### src/rtl/smii_tx_pkg.sv
package smii_tx_pkg;
    // Position of each status flag inside the idle payload
    localparam int ST_SPEED  = 0;
    localparam int ST_DUPLEX = 1;
    localparam int ST_LINK   = 2;
    localparam int ST_JABBER = 3;
    localparam int ST_FLAGS  = 4;

    // Fixed header positions inside a segment
    localparam int HDR_CRS   = 0;
    localparam int HDR_DV    = 1;
    localparam int HDR_W     = 2;

    typedef enum logic {
        SPD_10  = 1'b0,
        SPD_100 = 1'b1
    } speed_e;
endpackage

### src/rtl/seg_timer.sv
module seg_timer #(
    parameter int SEG_W  = 10,
    parameter int REPEAT = 10
) (
    input  logic clk,
    input  logic rst_n,
    input  logic fast,
    output logic first_bit,
    output logic seg_end,
    output logic [$clog2(SEG_W)-1:0] bit_idx
);
    localparam int BIT_W = $clog2(SEG_W);
    localparam int REP_W = (REPEAT > 1) ? $clog2(REPEAT) : 1;

    typedef struct packed {
        logic [BIT_W-1:0] bits;
        logic [REP_W-1:0] reps;
    } tstate_t;

    tstate_t st_d, st_q;
    logic    last_bit;
    logic    last_rep;

    always_comb begin
        last_bit = (st_q.bits == BIT_W'(SEG_W - 1));
        last_rep = fast || (st_q.reps == REP_W'(REPEAT - 1));
        seg_end  = last_bit && last_rep;
        st_d     = st_q;
        if (last_bit) begin
            st_d.bits = '0;
            st_d.reps = seg_end ? '0 : st_q.reps + REP_W'(1);
        end else begin
            st_d.bits = st_q.bits + BIT_W'(1);
        end
    end

    always_ff @(posedge clk or negedge rst_n) begin
        if (!rst_n) st_q <= '0;
        else        st_q <= st_d;
    end

    assign first_bit = (st_q.bits == '0);
    assign bit_idx   = st_q.bits;
endmodule

### src/rtl/seg_compose.sv
module seg_compose
    import smii_tx_pkg::*;
#(
    parameter int DATA_W = 8,
    localparam int SEG_W = DATA_W + HDR_W
) (
    input  logic              crs,
    input  logic              take,
    input  logic [DATA_W-1:0] data,
    input  logic              fast,
    input  logic              full_duplex,
    input  logic              link_up,
    input  logic              jabber,
    output logic [SEG_W-1:0]  seg
);
    logic [DATA_W-1:0] status;
    logic [ST_FLAGS-1:0] flags;

    always_comb begin
        flags            = '0;
        flags[ST_SPEED]  = fast;
        flags[ST_DUPLEX] = full_duplex;
        flags[ST_LINK]   = link_up;
        flags[ST_JABBER] = jabber;
    end

    // Spread the status flags into the payload; upper bits stay zero
    for (genvar i = 0; i < DATA_W; i++) begin : g_status
        if (i < ST_FLAGS) begin : g_flag
            assign status[i] = flags[i];
        end else begin : g_zero
            assign status[i] = 1'b0;
        end
    end

    always_comb begin
        seg         = '0;
        seg[HDR_CRS] = crs;
        seg[HDR_DV]  = take;
        seg[SEG_W-1:HDR_W] = take ? data : status;
    end
endmodule

### src/rtl/smii_seg_tx.sv
module smii_seg_tx
    import smii_tx_pkg::*;
#(
    parameter int DATA_W = 8,
    parameter int REPEAT = 10
) (
    input  logic              clk,
    input  logic              rst_n,
    input  logic              speed_100,
    input  logic              crs,
    input  logic              in_valid,
    input  logic [DATA_W-1:0] in_data,
    output logic              in_ready,
    input  logic              link_up,
    input  logic              full_duplex,
    input  logic              jabber,
    output logic              ser_out,
    output logic              sync_out
);
    localparam int SEG_W = DATA_W + HDR_W;
    localparam int BIT_W = $clog2(SEG_W);

    typedef struct packed {
        logic [SEG_W-1:0] seg;
        speed_e           spd;
    } state_t;

    state_t           st_d, st_q;
    logic             first_bit;
    logic             seg_end;
    logic [BIT_W-1:0] bit_idx;
    logic [SEG_W-1:0] next_seg;
    logic             take;
    logic             spd_latched;
    speed_e           spd_next;

    assign spd_latched = (st_q.spd == SPD_100);

    seg_timer #(
        .SEG_W (SEG_W),
        .REPEAT(REPEAT)
    ) u_timer (
        .clk      (clk),
        .rst_n    (rst_n),
        .fast     (spd_latched),
        .first_bit(first_bit),
        .seg_end  (seg_end),
        .bit_idx  (bit_idx)
    );

    assign take     = in_valid && seg_end;
    assign spd_next = speed_100 ? SPD_100 : SPD_10;

    seg_compose #(
        .DATA_W(DATA_W)
    ) u_compose (
        .crs        (crs),
        .take       (take),
        .data       (in_data),
        .fast       (spd_next == SPD_100),
        .full_duplex(full_duplex),
        .link_up    (link_up),
        .jabber     (jabber),
        .seg        (next_seg)
    );

    always_comb begin
        st_d = st_q;
        if (seg_end) begin
            st_d.seg = next_seg;
            st_d.spd = spd_next;
        end
    end

    always_ff @(posedge clk or negedge rst_n) begin
        if (!rst_n) begin
            st_q.seg <= '0;
            st_q.spd <= SPD_100;
        end else begin
            st_q <= st_d;
        end
    end

    assign ser_out  = st_q.seg[bit_idx];
    assign sync_out = first_bit;
    assign in_ready = seg_end;
endmodule

### config.mk
export PLATFORM = sky130hd
export DESIGN_NAME = smii_seg_tx
export DESIGN_NICKNAME = d
export VERILOG_FILES = /design/src/rtl/smii_tx_pkg.sv /design/src/rtl/seg_timer.sv /design/src/rtl/seg_compose.sv /design/src/rtl/smii_seg_tx.sv
export SDC_FILE = /design/constraint.sdc
export NUM_CORES = 1
export LEC_CHECK = 0
export ABC_CLOCK_PERIOD_IN_PS = 2200
export BUFFER_PORTS_ARGS = -buffer_cell sky130_fd_sc_hd__buf_2
export CAP_MARGIN = 20
export CORE_UTILIZATION = 53
export CTS_CLUSTER_DIAMETER = 100
export DETAILED_ROUTE_END_ITERATION = 8
export PLACE_DENSITY = 0.76
export SLEW_MARGIN = 10
export SYNTH_ARGS = -nofsm -noshare
export SYNTH_HDL_FRONTEND = slang
export SYNTH_SLANG_ARGS = --single-unit
export TNS_END_PERCENT = 10
### constraint.sdc
create_clock -name clk -period 2.2 [get_ports clk]
set_input_delay 0.33 -clock clk [delete_from_list [all_inputs] [get_ports clk]]
set_output_delay 0.33 -clock clk [all_outputs]
set_load 0.03 [all_outputs]
After elaboration in Yosys (flattened, before gate mapping)

Index checks and enable logic that the tools add are counted.

Register bits after elaboration: 19
Bits of input ports: 16
Output and inout bits: 3

Add/sub/neg operators: 2
$lt $le $gt $ge: 1
Equal/unequal tests: 2
Multiplexer cells: 6
Reductions and logical operators: 4

Operators with widths:

| kind                                                                  | count |
|---|---|
| 4-bit by 1-bit adder with 4-bit output (second input constant)        | 2 |
| 4-bit == test (second input constant)                                 | 2 |
| 4-bit 2-to-1 mux                                                      | 2 |
| 8-bit 2-to-1 mux                                                      | 1 |
| 4-bit by 5-bit < comparator with 1-bit output (second input constant) | 1 |
| 1-bit binary-select mux with 4-bit select                             | 1 |
| 4-bit zero test                                                       | 1 |
| 1-bit logical AND                                                     | 2 |
| 1-bit 2-to-1 mux                                                      | 2 |
| 1-bit logical OR                                                      | 1 |

Depth between registers and ports, before layout

Gate-level depths: netlist of run 1.

Depth after elaboration: 5
Gate-level depth with buffers: 6
Gate-level depth less buffers: 5

Cells and area by module

Synthesis of run 1 repeated with hierarchy kept, for this count alone.

Cell total of the unflattened synthesis: 89
Area total of the unflattened synthesis: 1,053.5 µm²

By module, submodules not included:

| module      | times used | cells an instance | area each (µm²) | sequential area each (µm²) |
|---|---|---|---|---|
| smii_seg_tx | 1          | 33                | 498.0           | 276.5 |
| seg_timer   | 1          | 45                | 439.2           | 200.2 |
| seg_compose | 1          | 11                | 116.4           | 0.0 |

Worst setup path before layout of run 1

OpenSTA, ideal clock, no wires.

Path kind: register -> output
From: register u_timer.st_q, in the netlist u_timer.bit_idx[0]
To: output port sync_out
Data arrival time: 1.500 ns
Data required time: 1.870 ns
Setup slack: 0.370 ns
Cell stages (with the launch flop): 3
Path buffers: 1
Cells stage by stage: dfrtp_1 > buf_6 > nor4_1

Word-level cells in the longest chain between the ends: 1

RTL lines:

| item                   | RTL line          | RTL |
|---|---|---|
| start, declared        | seg_timer.sv:20   | `tstate_t st_d, st_q;` |
| start signal, assigned | seg_timer.sv:39   | `else st_q <= st_d;` |
| 4-bit zero test        | seg_timer.sv:42   | `assign first_bit = (st_q.bits == '0);` |
| end, declared          | smii_seg_tx.sv:18 | `output logic sync_out` |

No other way between the ends.

Worst setup path in the final report of run 1

From: register u_timer.st_q, in the netlist u_timer.bit_idx[0]
To: output port ser_out

Word-level cells in the longest chain between the ends: 2

RTL lines:

| item                                      | RTL line          | RTL |
|---|---|---|
| 1-bit binary-select mux with 4-bit select | smii_seg_tx.sv:84 | `assign ser_out = st_q.seg[bit_idx];` |
| 1-bit 2-to-1 mux (implied by the code)    | smii_seg_tx.sv:84 |  |
| end, declared                             | smii_seg_tx.sv:17 | `output logic ser_out,` |

No other way between the ends. The select of a mux whose other input is x is not followed.

==> key figures, run 1 <==
Run status
  • Status: completed

CTS
  • Root Buffer: clkbuf_4
  • CTS Buf Count: 3
  • Clk Latency, worst-skew pair: 0.30 ns
  • H-Tree Depth: 1
  • Reg clk slew, reported paths: ~0.10 ns
  • CTS tree: yes
  • Post-CTS sizing: 0
  • Clk sinks: 19
  • Max clock buf depth: 2

STA
  • Highest Clock Rate: 475.3 MHz
  • Hold Vio Cnt, Final: 0
  • Relative slew slack: 71.89%
  • Setup TNS: 0 ns
  • Post-route minimum period: 2.104 ns
  • Max Slew Vio Count: 0
  • Final period util: 95.64%
  • RSZ-0062 raised after global routing: false
  • Layout Skew: around 0.0033 ns
  • Worst slew pin tran: 0.4216 ns
  • Final Setup Violations: 0

Logic synthesis
  • YS warnings: 0
  • Synth Register Bits: 19
  • Seq/Total Area, Yosys: roughly 45%
  • Syn Area/Cell: 12.11 µm²
  • Mapped Cells: slightly below 90
  • Synthesized Nets: ~110
  • Yosys cell types: 33
  • Cell area after synthesis: 0.001054 mm²

Critical path
  • Worst Reg-to-Reg Cells: 6
  • Top delay family on crit path: multiplexers
  • Max FO, Critical Path: 4
  • Levels on crit path: 4
  • CP Class: reg -> out
  • Startpoint type of the worst setup path: flip-flop
  • Crit. End Element: primary output
  • WP buf/inv: 1
  • Critical-path top delay cell: mux4_1
  • Worst path arrival time: about 1.8 ns
  • Crit path cell chain: mux4_1 > a22oi_1 > o31ai_1 > buf_2
  • Req. time, crit path: 1.87 ns
  • CP max stage delay: about 0.58 ns

Global routing
  • Gr usage total: about a fifth
  • Vias in the first global route: 706
  • Initial antenna violation count: 0
  • Largest net degree at the start of global routing: 20
  • First-pass GRT wire length: roughly 3100 µm
  • Total global routing overflow: 0

Die
  • Die H: 46.59 µm
  • Die Wd: 46.59 µm
  • Num rows: 15
  • Die area: 0.002170 mm²
  • Core Area: about 0.0018 mm²
  • I/O pin total: 19
  • Initial Utilization: 58.47%

Pwr
  • Total power: 557.1 µW
  • Max VDD drop: slightly below 0.4 mV
  • Lkg Pwr: around 0.00059 µW
  • Power Dens Cells: 460.9 mW/mm²

Layout
  • Ant. Diodes: 0
  • Net count, final: about 130
  • Layout area overhead: 14.73%
  • Share of cells above drive strength 1: 40.00%

Placed design
  • Hpwl dp: 1330 µm
  • I/O Buffers: 18
  • GPL Wtd Cong: a little under 0.8

Job
  • Max-Cap Viols: 0

Drt
  • WL/cell: approximately 14 µm
  • Initial DRT Pass Iterations: 4
  • Via density: 5.422
  • DRT iter0 DRCs: 26
  • Vias: roughly 730
  • # DRC: 0
  • Antenna viol nets, final: 0
  • Detailed Route WL: 1861 µm

Worst hold path
  • Hold Path Class: in -> reg
  • WHS Path Cells: 3
cells in the mapped netlist:
| cell | n | area [µm²] |
|---|---|---|
| o22ai_1 | 1 | 6.260 |
| buf_6 | 3 | 33.78 |
| nand4bb_4 | 1 | 27.53 |
| mux2_2 | 6 | 67.56 |
| nand3_1 | 3 | 15.01 |
| o31ai_1 | 1 | 7.510 |
| a31oi_1 | 1 | 6.260 |
| a22o_2 | 1 | 10.01 |
| buf_2 | 2 | 10.01 |
| a22o_1 | 1 | 8.760 |
| o21ai_0 | 4 | 20.02 |
| ha_1 | 2 | 25.02 |
| mux4_2 | 1 | 22.52 |
| mux4_1 | 1 | 26.28 |
| o2bb2ai_1 | 1 | 8.760 |
| nor4_1 | 1 | 6.260 |
| nor2b_1 | 1 | 6.260 |
| inv_1 | 10 | 37.54 |
| dfrtp_1 | 18 | 450.4 |
| nand2_1 | 6 | 22.52 |
| nor2_1 | 1 | 3.750 |
| nand2b_1 | 2 | 12.51 |
| nand3b_1 | 1 | 7.510 |
| or4_1 | 1 | 7.510 |
| mux2i_1 | 6 | 60.06 |
| and4bb_2 | 1 | 12.51 |
| clkbuf_1 | 1 | 3.750 |
| mux2_4 | 4 | 60.06 |
| xnor2_1 | 1 | 8.760 |
| a21oi_4 | 1 | 16.27 |
| dfstp_2 | 1 | 26.28 |
| a31o_2 | 1 | 8.760 |
| a22oi_1 | 1 | 7.510 |
worst reg2reg max path, stage by stage, from the launching register on:
cell      delay [ns]
dfrtp_1         0.41
inv_1           0.10
ha_1            0.15
nand3b_1        0.19
a21oi_4         0.30
buf_4           0.19
mux2_2          0.33
final cells by class:
cell class	instances	area [µm²]
repair buffers	25	145.1
inverters	10	37.54
well taps	25	31.28
clock buffers	4	26.28
multi-input cells	52	491.7
fillers	152	593.1
flip-flops and latches	19	476.7
cell usage in the layout, fill, tap and decap left out, types with 2 or more instances in the layout:
master | netlist | final
o21ai_0 | 4 | 4
clkbuf_4 | 0 | 3
buf_2 | 2 | 18
nand2b_1 | 2 | 2
buf_4 | 0 | 6
nand2_1 | 6 | 6
dfrtp_1 | 18 | 18
mux2i_1 | 6 | 6
nand3_1 | 3 | 3
ha_1 | 2 | 2
mux2_2 | 6 | 6
inv_1 | 10 | 10
mux2_4 | 4 | 4
repair_timing:
| action | CTS | global route |
|---|---|---|
| endpoints found under the hold margin | 18 | 0 |
| hold buffers | 1 | 0 |
| setup endpoints to repair | 0 | 1 |
| setup buffers | 0 | 4 |
final timing paths:
| kind | start | endpoint | slack (ns) |
|---|---|---|---|
| min | in_data[4] | st_q[7]$_DFFE_PN0P_ | 0.26 |
| max | u_timer.bit_idx[0]$_DFF_PN0_ | ser_out | 0.1 |
| min in group asynchronous | rst_n | u_timer.bit_idx[2]$_DFF_PN0_ | 0.49 |
| max reg2reg | u_timer.st_q[1]$_DFFE_PN0N_ | st_q[4]$_DFFE_PN0P_ | 0.44 |
| min reg2reg | st_q[4]$_DFFE_PN0P_ | st_q[4]$_DFFE_PN0P_ | 0.52 |
| max in group asynchronous | rst_n | spd_latched$_DFFE_PN1P_ | 1.38 |
metal layers:
| layer | GRT usage [%] | up-vias | part of all wire [%] | routed length [µm] |
|---|---|---|---|---|
| li1 | - | 353 | - | - |
| met5 | 0 | - | 0 | 0 |
| met2 | 32.78 | 19 | 49 | 915 |
| met1 | 27.85 | 355 | 46 | 863 |
| met3 | 2.745 | 5 | 3.2 | 59 |
| met4 | 9.412 | 0 | 1.2 | 23 |
metrics by stage:
stage	std cells	hold WS (ns)	setup WS [ns]	area (µm²)	util [%]
finish	135	0.2629	0.09593	1209	67.08
global route	135	0.2670	0.03853	1209	67.08
CTS	131	0.2640	0.05111	1179	65.42
detailed placement	126	0.2917	0.3537	1142	63.40
global placement	126	0.2923	0.4313	1142	63.40
floorplan	87	0.03441	0.3696	1054	-
sequential cells by signal (all words and copies together), names as in the netlist:
signal,cells
spd_latched,1
st_q,10
u_timer.bit_idx,4
u_timer.st_q,4
kinds of logic (layout without fill, tap and decap cells):
family	after synthesis	count (layout)	synth area share, %
buf+inv	16	39	8.076
fa+ha+maj	2	2	2.375
compound gates	13	13	9.503
mux	18	18	22.45
flops	19	19	45.25
simple gates	18	18	11.52
xor+xnor	1	1	0.8315
where the power goes:
part | total, µW | switching, µW | internal, µW
sequential | 349 | 0 | 349
clock | 177 | 106 | 70.7
combinational | 31.3 | 14.7 | 16.7
total | 557 | 121 | 436
No activity file was read; power rests on OpenSTA's default activity.
==> inputs of run 2 (changes only) <==
==> constraint.sdc (replaced) <==
create_clock -name clk -period 2.2 [get_ports clk]
set_input_delay 0 -clock clk [delete_from_list [all_inputs] [get_ports clk]]
set_output_delay 0 -clock clk [all_outputs]
set_load 0.03 [all_outputs]
==> run 2 against run 1 <==
Sequential cell count is the same. Routed wire length increased by 0.16%. Final cell count unchanged. First-iteration DRC count shrank 73%. Global-route usage rose by 1.7 points. Critical path type unchanged. Register-to-register slack worse by 0.05 ns. Clock power about the same. Highest routed layer unchanged.
==> key figures, run 2 (synthesis results as in run 1) <==
Job
  • Max-Cap Viols: 0 (unchanged)

CTS
  • H-Tree Depth: 1 (unchanged)
  • CTS tree: yes
  • Clk Latency, worst-skew pair: 0.29 ns (about the same)
  • Clk sinks: 19 (unchanged)
  • Root Buffer: clkbuf_4
  • Max clock buf depth: 2 (unchanged)
  • Setup Buffers After CTS: 0 (unchanged)
  • Reg clk slew, reported paths: 0.11 ns (about the same)
  • CTS Buf Count: 3 (unchanged)

Die
  • Die area: 0.002170 mm² (unchanged)
  • Initial Utilization: 58.47% (unchanged)
  • Num rows: 15 (unchanged)
  • Core Area: 0.001802 mm² (unchanged)
  • Die Wd: 46.59 µm (unchanged)
  • I/O pin total: 19 (unchanged)
  • Die H: 46.59 µm (unchanged)

STA
  • Setup TNS: 0 ns (unchanged)
  • Highest Clock Rate: 510.1 MHz (+7.3%)
  • Post-route minimum period: 1.960 ns (-0.1437 ns)
  • Relative slew slack: 67.37% (-4.5 points)
  • Max Slew Vio Count: 0 (unchanged)
  • Final worst setup slack: 0.2396 ns (+0.1437 ns)
  • Final Setup Violations: 0 (unchanged)
  • Hold Vio Cnt, Final: 0 (unchanged)
  • Worst slew pin tran: 0.4884 ns (+0.06672 ns)
  • Final period util: 89.11% (-6.5 points)
  • Layout Skew: 0.001794 ns (-0.001469 ns)
  • RSZ-0062 raised after global routing: false

Layout
  • Layout area overhead: 16.27%
  • Ant. Diodes: 0 (unchanged)
  • Most flop-heavy register: st_q
  • # fillers: 141 (-7.2%)
  • Most frequent cells in the layout: 18 x buf_2, 18 x dfrtp_1, 10 x inv_1
  • Share of cells above drive strength 1: 35.45% (-4.5 points)
  • Net count, final: 129 (unchanged)
  • Max reg flops: 10 (unchanged)
  • Fin cells: 135 (unchanged)

Drt
  • WL met1: 957 µm (+11%)
  • Via density: 5.185 (-4.4%)
  • Top Metal Used: met4
  • Met2 WL: 820 µm (-10%)
  • Vias: 700 (-4.4%)
  • Initial DRT Pass Iterations: 4 (unchanged)
  • Antenna viol nets, final: 0 (unchanged)
  • Routed wire length on met3: 50 µm (-15%)
  • WL/cell: 13.81 µm (+0.16%)
  • Detailed Route WL: 1864 µm (+0.16%)
  • # DRC: 0 (unchanged)
  • DRT iter0 DRCs: 7 (-73%)

Pwr
  • Max VDD drop: 0.4216 mV (+8.3%)
  • Power Dens Cells: 460.2 mW/mm² (-0.15%)
  • Lkg Pwr: 0.0005880 µW (-0.62%)

Critical path
  • CP Class: reg -> out
  • Worst path arrival time: 1.96 ns (+0.19 ns)
  • Req. time, crit path: 2.20 ns (+0.33 ns)
  • Max FO, Critical Path: 11 (+7)
  • Crit. End Element: primary output
  • Startpoint type of the worst setup path: flip-flop

Placed design
  • Dpl ws: 0.3963 ns (+0.04253 ns)
  • Hpwl dp: 1322 µm (-0.56%)
  • GPL Wtd Cong: 0.7962 (+0.42%)
  • I/O Buffers: 18 (unchanged)
  • # placed instances: 124 (-1.6%)

Global routing
  • Gr usage total: 22.39% (+1.7 points)
  • Total global routing overflow: 0 (unchanged)
  • First-pass GRT wire length: 3298 µm (+6.0%)
  • Vias in the first global route: 703 (-0.42%)
  • Largest net degree at the start of global routing: 20 (unchanged)
  • Initial antenna violation count: 0 (unchanged)

Worst hold path
  • Hold Path Class: in -> reg

Run status
  • Status: completed
==> run 2: power breakdown <==
group          internal [µW]  switching [µW]
logic                   23.6            16.7
clock network           67.6             107
registers                349               0
total                    440             123
==> run 2: layout make-up <==
cell class	instances	area (µm²)	area share, %
clock inverters	1	5.005	0.4086
well taps	25	31.28	2.554
flip-flops and latches	19	476.7	38.92
inverters	10	37.54	3.064
repair buffers	25	160.2	13.07
clock buffers	3	22.52	1.839
multi-input cells	52	491.7	40.14
==> run 2: final timing paths <==
check                                                  start                      end  slack, ns  cells after the start
worst max-delay path            u_timer.bit_idx[0]$_DFF_PN0_                  ser_out       0.24                      4
worst min-delay path                                in_valid      st_q[8]$_DFFE_PN0P_       0.03                      3
worst max register to register   u_timer.st_q[1]$_DFFE_PN0N_      st_q[5]$_DFFE_PN0P_       0.39                      5
worst min register to register           st_q[5]$_DFFE_PN0P_      st_q[5]$_DFFE_PN0P_       0.53                      1
max in group asynchronous                              rst_n  spd_latched$_DFFE_PN1P_       1.70                      2
min in group asynchronous                              rst_n     st_q[10]$_DFFE_PN0P_       0.17                      2
==> run 2: stage by stage <==
step                      hold WS, ns  utilization [%]  power (µW)  cell area, µm²
after floorplan               -0.2956                -       366.2            1054
after global placement       -0.03912            62.57       385.8            1127
after detailed placement     -0.03481            62.57       387.2            1127
after CTS                     0.02890            67.99       570.9            1225
after global routing          0.02461            67.99       592.0            1225
final                         0.02860            67.99       563.7            1225
==> run 2: timing repair <==
item                      4_1_cts  5_1_grt
hold endpoints to repair       25        0
hold buffers                    7        0
resized for setup               0        0
==> run 2: metal layers <==
| metal | vias up | global-route usage [%] |
|---|---|---|
| met3 | 4 | 3.529 |
| met2 | 16 | 32.22 |
| met1 | 328 | 32.66 |
| met5 | - | 0 |
| met4 | 0 | 10.59 |
| li1 | 352 | - |
==> run 2: critical path, cell delays in order, from the launching register on <==
cell and delay, ns:
dfrtp_1 0.62, mux4_1 0.61, a22oi_1 0.16, o31ai_1 0.09, buf_2 0.19
==> inputs of run 3 (changes only) <==
--- a/config.mk
+++ b/config.mk
@@ -5,13 +5,14 @@
 export SDC_FILE = /design/constraint.sdc
 export NUM_CORES = 1
 export LEC_CHECK = 0
+export ABC_AREA = 1
 export ABC_CLOCK_PERIOD_IN_PS = 2200
 export BUFFER_PORTS_ARGS = -buffer_cell sky130_fd_sc_hd__buf_2
 export CAP_MARGIN = 20
 export CORE_UTILIZATION = 53
 export CTS_CLUSTER_DIAMETER = 100
 export DETAILED_ROUTE_END_ITERATION = 8
-export PLACE_DENSITY = 0.76
+export PLACE_DENSITY = 0.77
 export SLEW_MARGIN = 10
 export SYNTH_ARGS = -nofsm -noshare
 export SYNTH_HDL_FRONTEND = slang
==> run 3 against run 2 <==
The flow now finishes with violations (negative hold slack). Power is 31% higher. Clock-buffer cell count rose by 1. Final cell count is 37% higher. Routed wire length up 11%. Clock power grew 4%. Synthesized cell count grew 47%. First-iteration DRC count is 71% higher. Register-to-register slack gained 0.38 ns. Die area shrank 4.8%. Critical endpoint is now in_ready. Largest cell class is now registers.
==> key figures, run 3 <==
Logic synthesis
  • Seq/Total Area, Yosys: 47.63% (+2.4 points)
  • Adder-cell share of the synthesized area: 2.500% (+0.12 points)
  • Top cells by area, synth: dfrtp_1 45%, nand2_1 22%, nand3_1 4.0%
  • Post-synthesis compound-gate area fraction: 6.000% (-3.5 points)
  • Yosys top cell area share: 45.00% (+2.2 points)
  • Cell taking the most area after synthesis: dfrtp_1
  • Synth Area in Simple Gates: 37.50% (+26 points)
  • Async SR Flop Fraction: 100.0% (unchanged)
  • Mapped Cells: 128 (+47%)
  • Most frequent cells after synthesis: 59 x nand2_1, 18 x dfrtp_1, 8 x inv_1, 8 x nand3_1, 8 x nor2_1
  • YS warnings: 0 (unchanged)
  • Post-synth EDFFs: 0 (unchanged)
  • Yosys cell types: 21 (-36%)
  • Syn Area/Cell: 7.820 µm² (-35%)
  • Synth Area in XOR/XNOR: 0.8750% (+0.044 points)
  • Synthesized Nets: 146 (+39%)
  • Synth Register Bits: 19 (unchanged)
  • Most common cell in the netlist: nand2_1
  • Mux share of post-synthesis cell area: 0% (-22 points)
  • Cell area after synthesis: 0.001001 mm² (-5.0%)
  • Largest family of logic cells by synthesized area: simple AND/OR/NAND/NOR gates
  • Post-synth top flop: dfrtp_1

Drt
  • Via density: 4.849 (-6.5%)
  • Vias: 897 (+28%)
  • Antenna viol nets, final: 0 (unchanged)
  • Initial DRT Pass Iterations: 4 (unchanged)
  • Detailed Route WL: 2067 µm (+11%)
  • # DRC: 0 (unchanged)
  • WL/cell: 11.17 µm (-19%)
  • DRT iter0 DRCs: 12 (+5)

Run status
  • Status: complete, but fails checks
  • Failing checks: negative hold slack

Critical path
  • Crit. End Element: primary output
  • Critical-path top delay cell: dfrtp_1
  • Max FO, Critical Path: 14 (+3)
  • Crit path cell chain: ha_1 > nand3_1 > nand2_1 > nand2_4 > clkinv_2 > buf_2
  • Worst path arrival time: 1.68 ns (-0.28 ns)
  • CP Class: reg -> out
  • Req. time, crit path: 2.20 ns (about the same)
  • Startpoint type of the worst setup path: flip-flop
  • CP max stage delay: 0.43 ns (-0.19 ns)

Worst hold path
  • Hold Path Class: in -> reg

CTS
  • H-Tree Depth: 1 (unchanged)
  • CTS Buf Count: 3 (unchanged)
  • Max clock buf depth: 2 (unchanged)
  • Root Buffer: clkbuf_4
  • CTS tree: yes
  • Hold-fix buffers at CTS: 12 (+5)
  • Reg clk slew, reported paths: 0.11 ns (about the same)
  • Post-CTS sizing: 0 (unchanged)
  • Setup Buffers After CTS: 0 (unchanged)
  • Clk sinks: 19 (unchanged)
  • Clk Latency, worst-skew pair: 0.30 ns (about the same)

STA
  • Setup TNS: 0 ns (unchanged)
  • Hold Vio Cnt, Final: 1 (+1)
  • Relative slew slack: 71.38% (+4.0 points)
  • RSZ-0062 raised after global routing: false
  • Post-route minimum period: 1.683 ns (-0.2771 ns)
  • Final Setup Violations: 0 (unchanged)
  • Final period util: 76.51% (-13 points)
  • Worst slew pin tran: 0.4293 ns (-0.05908 ns)
  • Layout Skew: 0.002582 ns (+0.0007882 ns)
  • Final worst setup slack: 0.5167 ns (+0.2771 ns)
  • Max Slew Vio Count: 0 (unchanged)
  • Highest Clock Rate: 594.1 MHz (+16%)
  • Hold Slack: -0.001138 ns (-0.02974 ns)

Job
  • Max-Cap Viols: 0 (unchanged)

Layout
  • Net count, final: 179 (+39%)
  • # fillers: 143 (+1.4%)
  • Most common cell after layout, fill and taps aside: nand2_1
  • Most flop-heavy register: st_q
  • Layout area overhead: 25.12%
  • Most frequent cells in the layout: 59 x nand2_1, 18 x buf_2, 18 x dfrtp_1
  • Register area: 476.7 µm² (unchanged)
  • Max reg flops: 10 (unchanged)
  • Multi-input gate area: 469.2 µm² (-4.6%)
  • Ant. Diodes: 0 (unchanged)
  • Share of cells above drive strength 1: 18.75% (-17 points)

Die
  • Num rows: 15 (unchanged)
  • Core Area: 0.001745 mm² (-3.1%)
  • I/O pin total: 19 (unchanged)
  • Die area: 0.002067 mm² (-4.8%)
  • Die H: 45.46 µm (-2.4%)
  • Die Wd: 45.46 µm (-2.4%)
  • Initial Utilization: 57.35% (-1.1 points)

Pwr
  • Max VDD drop: 0.4455 mV (+5.7%)
  • Power Dens Cells: 589.6 mW/mm² (+28%)
  • Lkg Pwr: 0.0006785 µW (+15%)

Placed design
  • Hpwl dp: 1333 µm (+0.83%)
  • GPL Wtd Cong: 0.8317 (+4.5%)
  • Dpl ws: 0.7947 ns (+0.3984 ns)
  • I/O Buffers: 18 (unchanged)

Global routing
  • Total global routing overflow: 0 (unchanged)
  • First-pass GRT wire length: 3450 µm (+4.6%)
  • Largest net degree at the start of global routing: 20 (unchanged)
  • Gr usage total: 22.95% (+0.57 points)
  • Vias in the first global route: 857 (+22%)
  • Initial antenna violation count: 0 (unchanged)
==> run 3: where the power goes <==
group	internal, µW	total [µW]	switching, µW
logic	64.1	157	92.7
clock network	70.6	181	110
registers	384	401	17.3
==> run 3: worst max-delay path, delay by kind of cell (launching register included) <==
family / cells / cell delay, ns
adders and majority gates: 1 / 0.21
DFF: 1 / 0.43
buffers and inverters: 2 / 0.34
and+or+nand+nor: 3 / 0.39
==> run 3: per-layer routing <==
layer,global-route usage (%),wire length [µm],vias to the layer above
li1,-,-,463
met1,28.54,922,409
met2,39.71,1063,21
met3,4.365,64,4
met4,7.273,17,0
met5,0,0,-
==> run 3: path summary, 6_finish.rpt <==
check                                            startpoint                      endpoint  slack (ns)  depth (start not counted)
worst max-delay path            u_timer.st_q[0]$_DFFE_PN0N_                      in_ready        0.52                          6
worst min-delay path                             in_data[2]           st_q[5]$_DFFE_PN0P_      -0.001                          5
worst max register to register  u_timer.st_q[0]$_DFFE_PN0N_           st_q[5]$_DFFE_PN0P_        0.77                          7
worst min register to register          st_q[2]$_DFFE_PN0P_           st_q[2]$_DFFE_PN0P_        0.50                          2
max in group asynchronous                             rst_n       spd_latched$_DFFE_PN1P_        1.71                          2
min in group asynchronous                             rst_n  u_timer.bit_idx[3]$_DFF_PN0_        0.16                          2
==> run 3: kinds of logic (layout without fill, tap and decap cells) <==
family          count (synthesis)  after routing
flops                          19             19
compound gates                 11             11
simple gates                   83             83
fa+ha+maj                       2              2
xor+xnor                        1              1
buf+inv                        12             44
==> run 3: per-stage QoR <==
step	utilization (%)	std cells	power, µW	hold WS, ns	area (µm²)
floorplan	-	128	504.2	-0.2956	1001
global placement	63.37	169	538.6	-0.04796	1106
detailed placement	63.37	169	544.8	-0.03685	1106
CTS	71.76	185	736.5	0.002254	1252
global route	71.76	185	778.9	0.03949	1252
finish	71.76	185	738.5	-0.001138	1252
==> run 3: cell type report <==
type | count | area share [%]
Timing Repair Buffer | 30 | 16.78
Clock buffer | 4 | 2.098
Tap cell | 25 | 2.498
Multi-Input combinational cell | 97 | 37.46
Inverter | 10 | 3.097
Sequential cell | 19 | 38.06
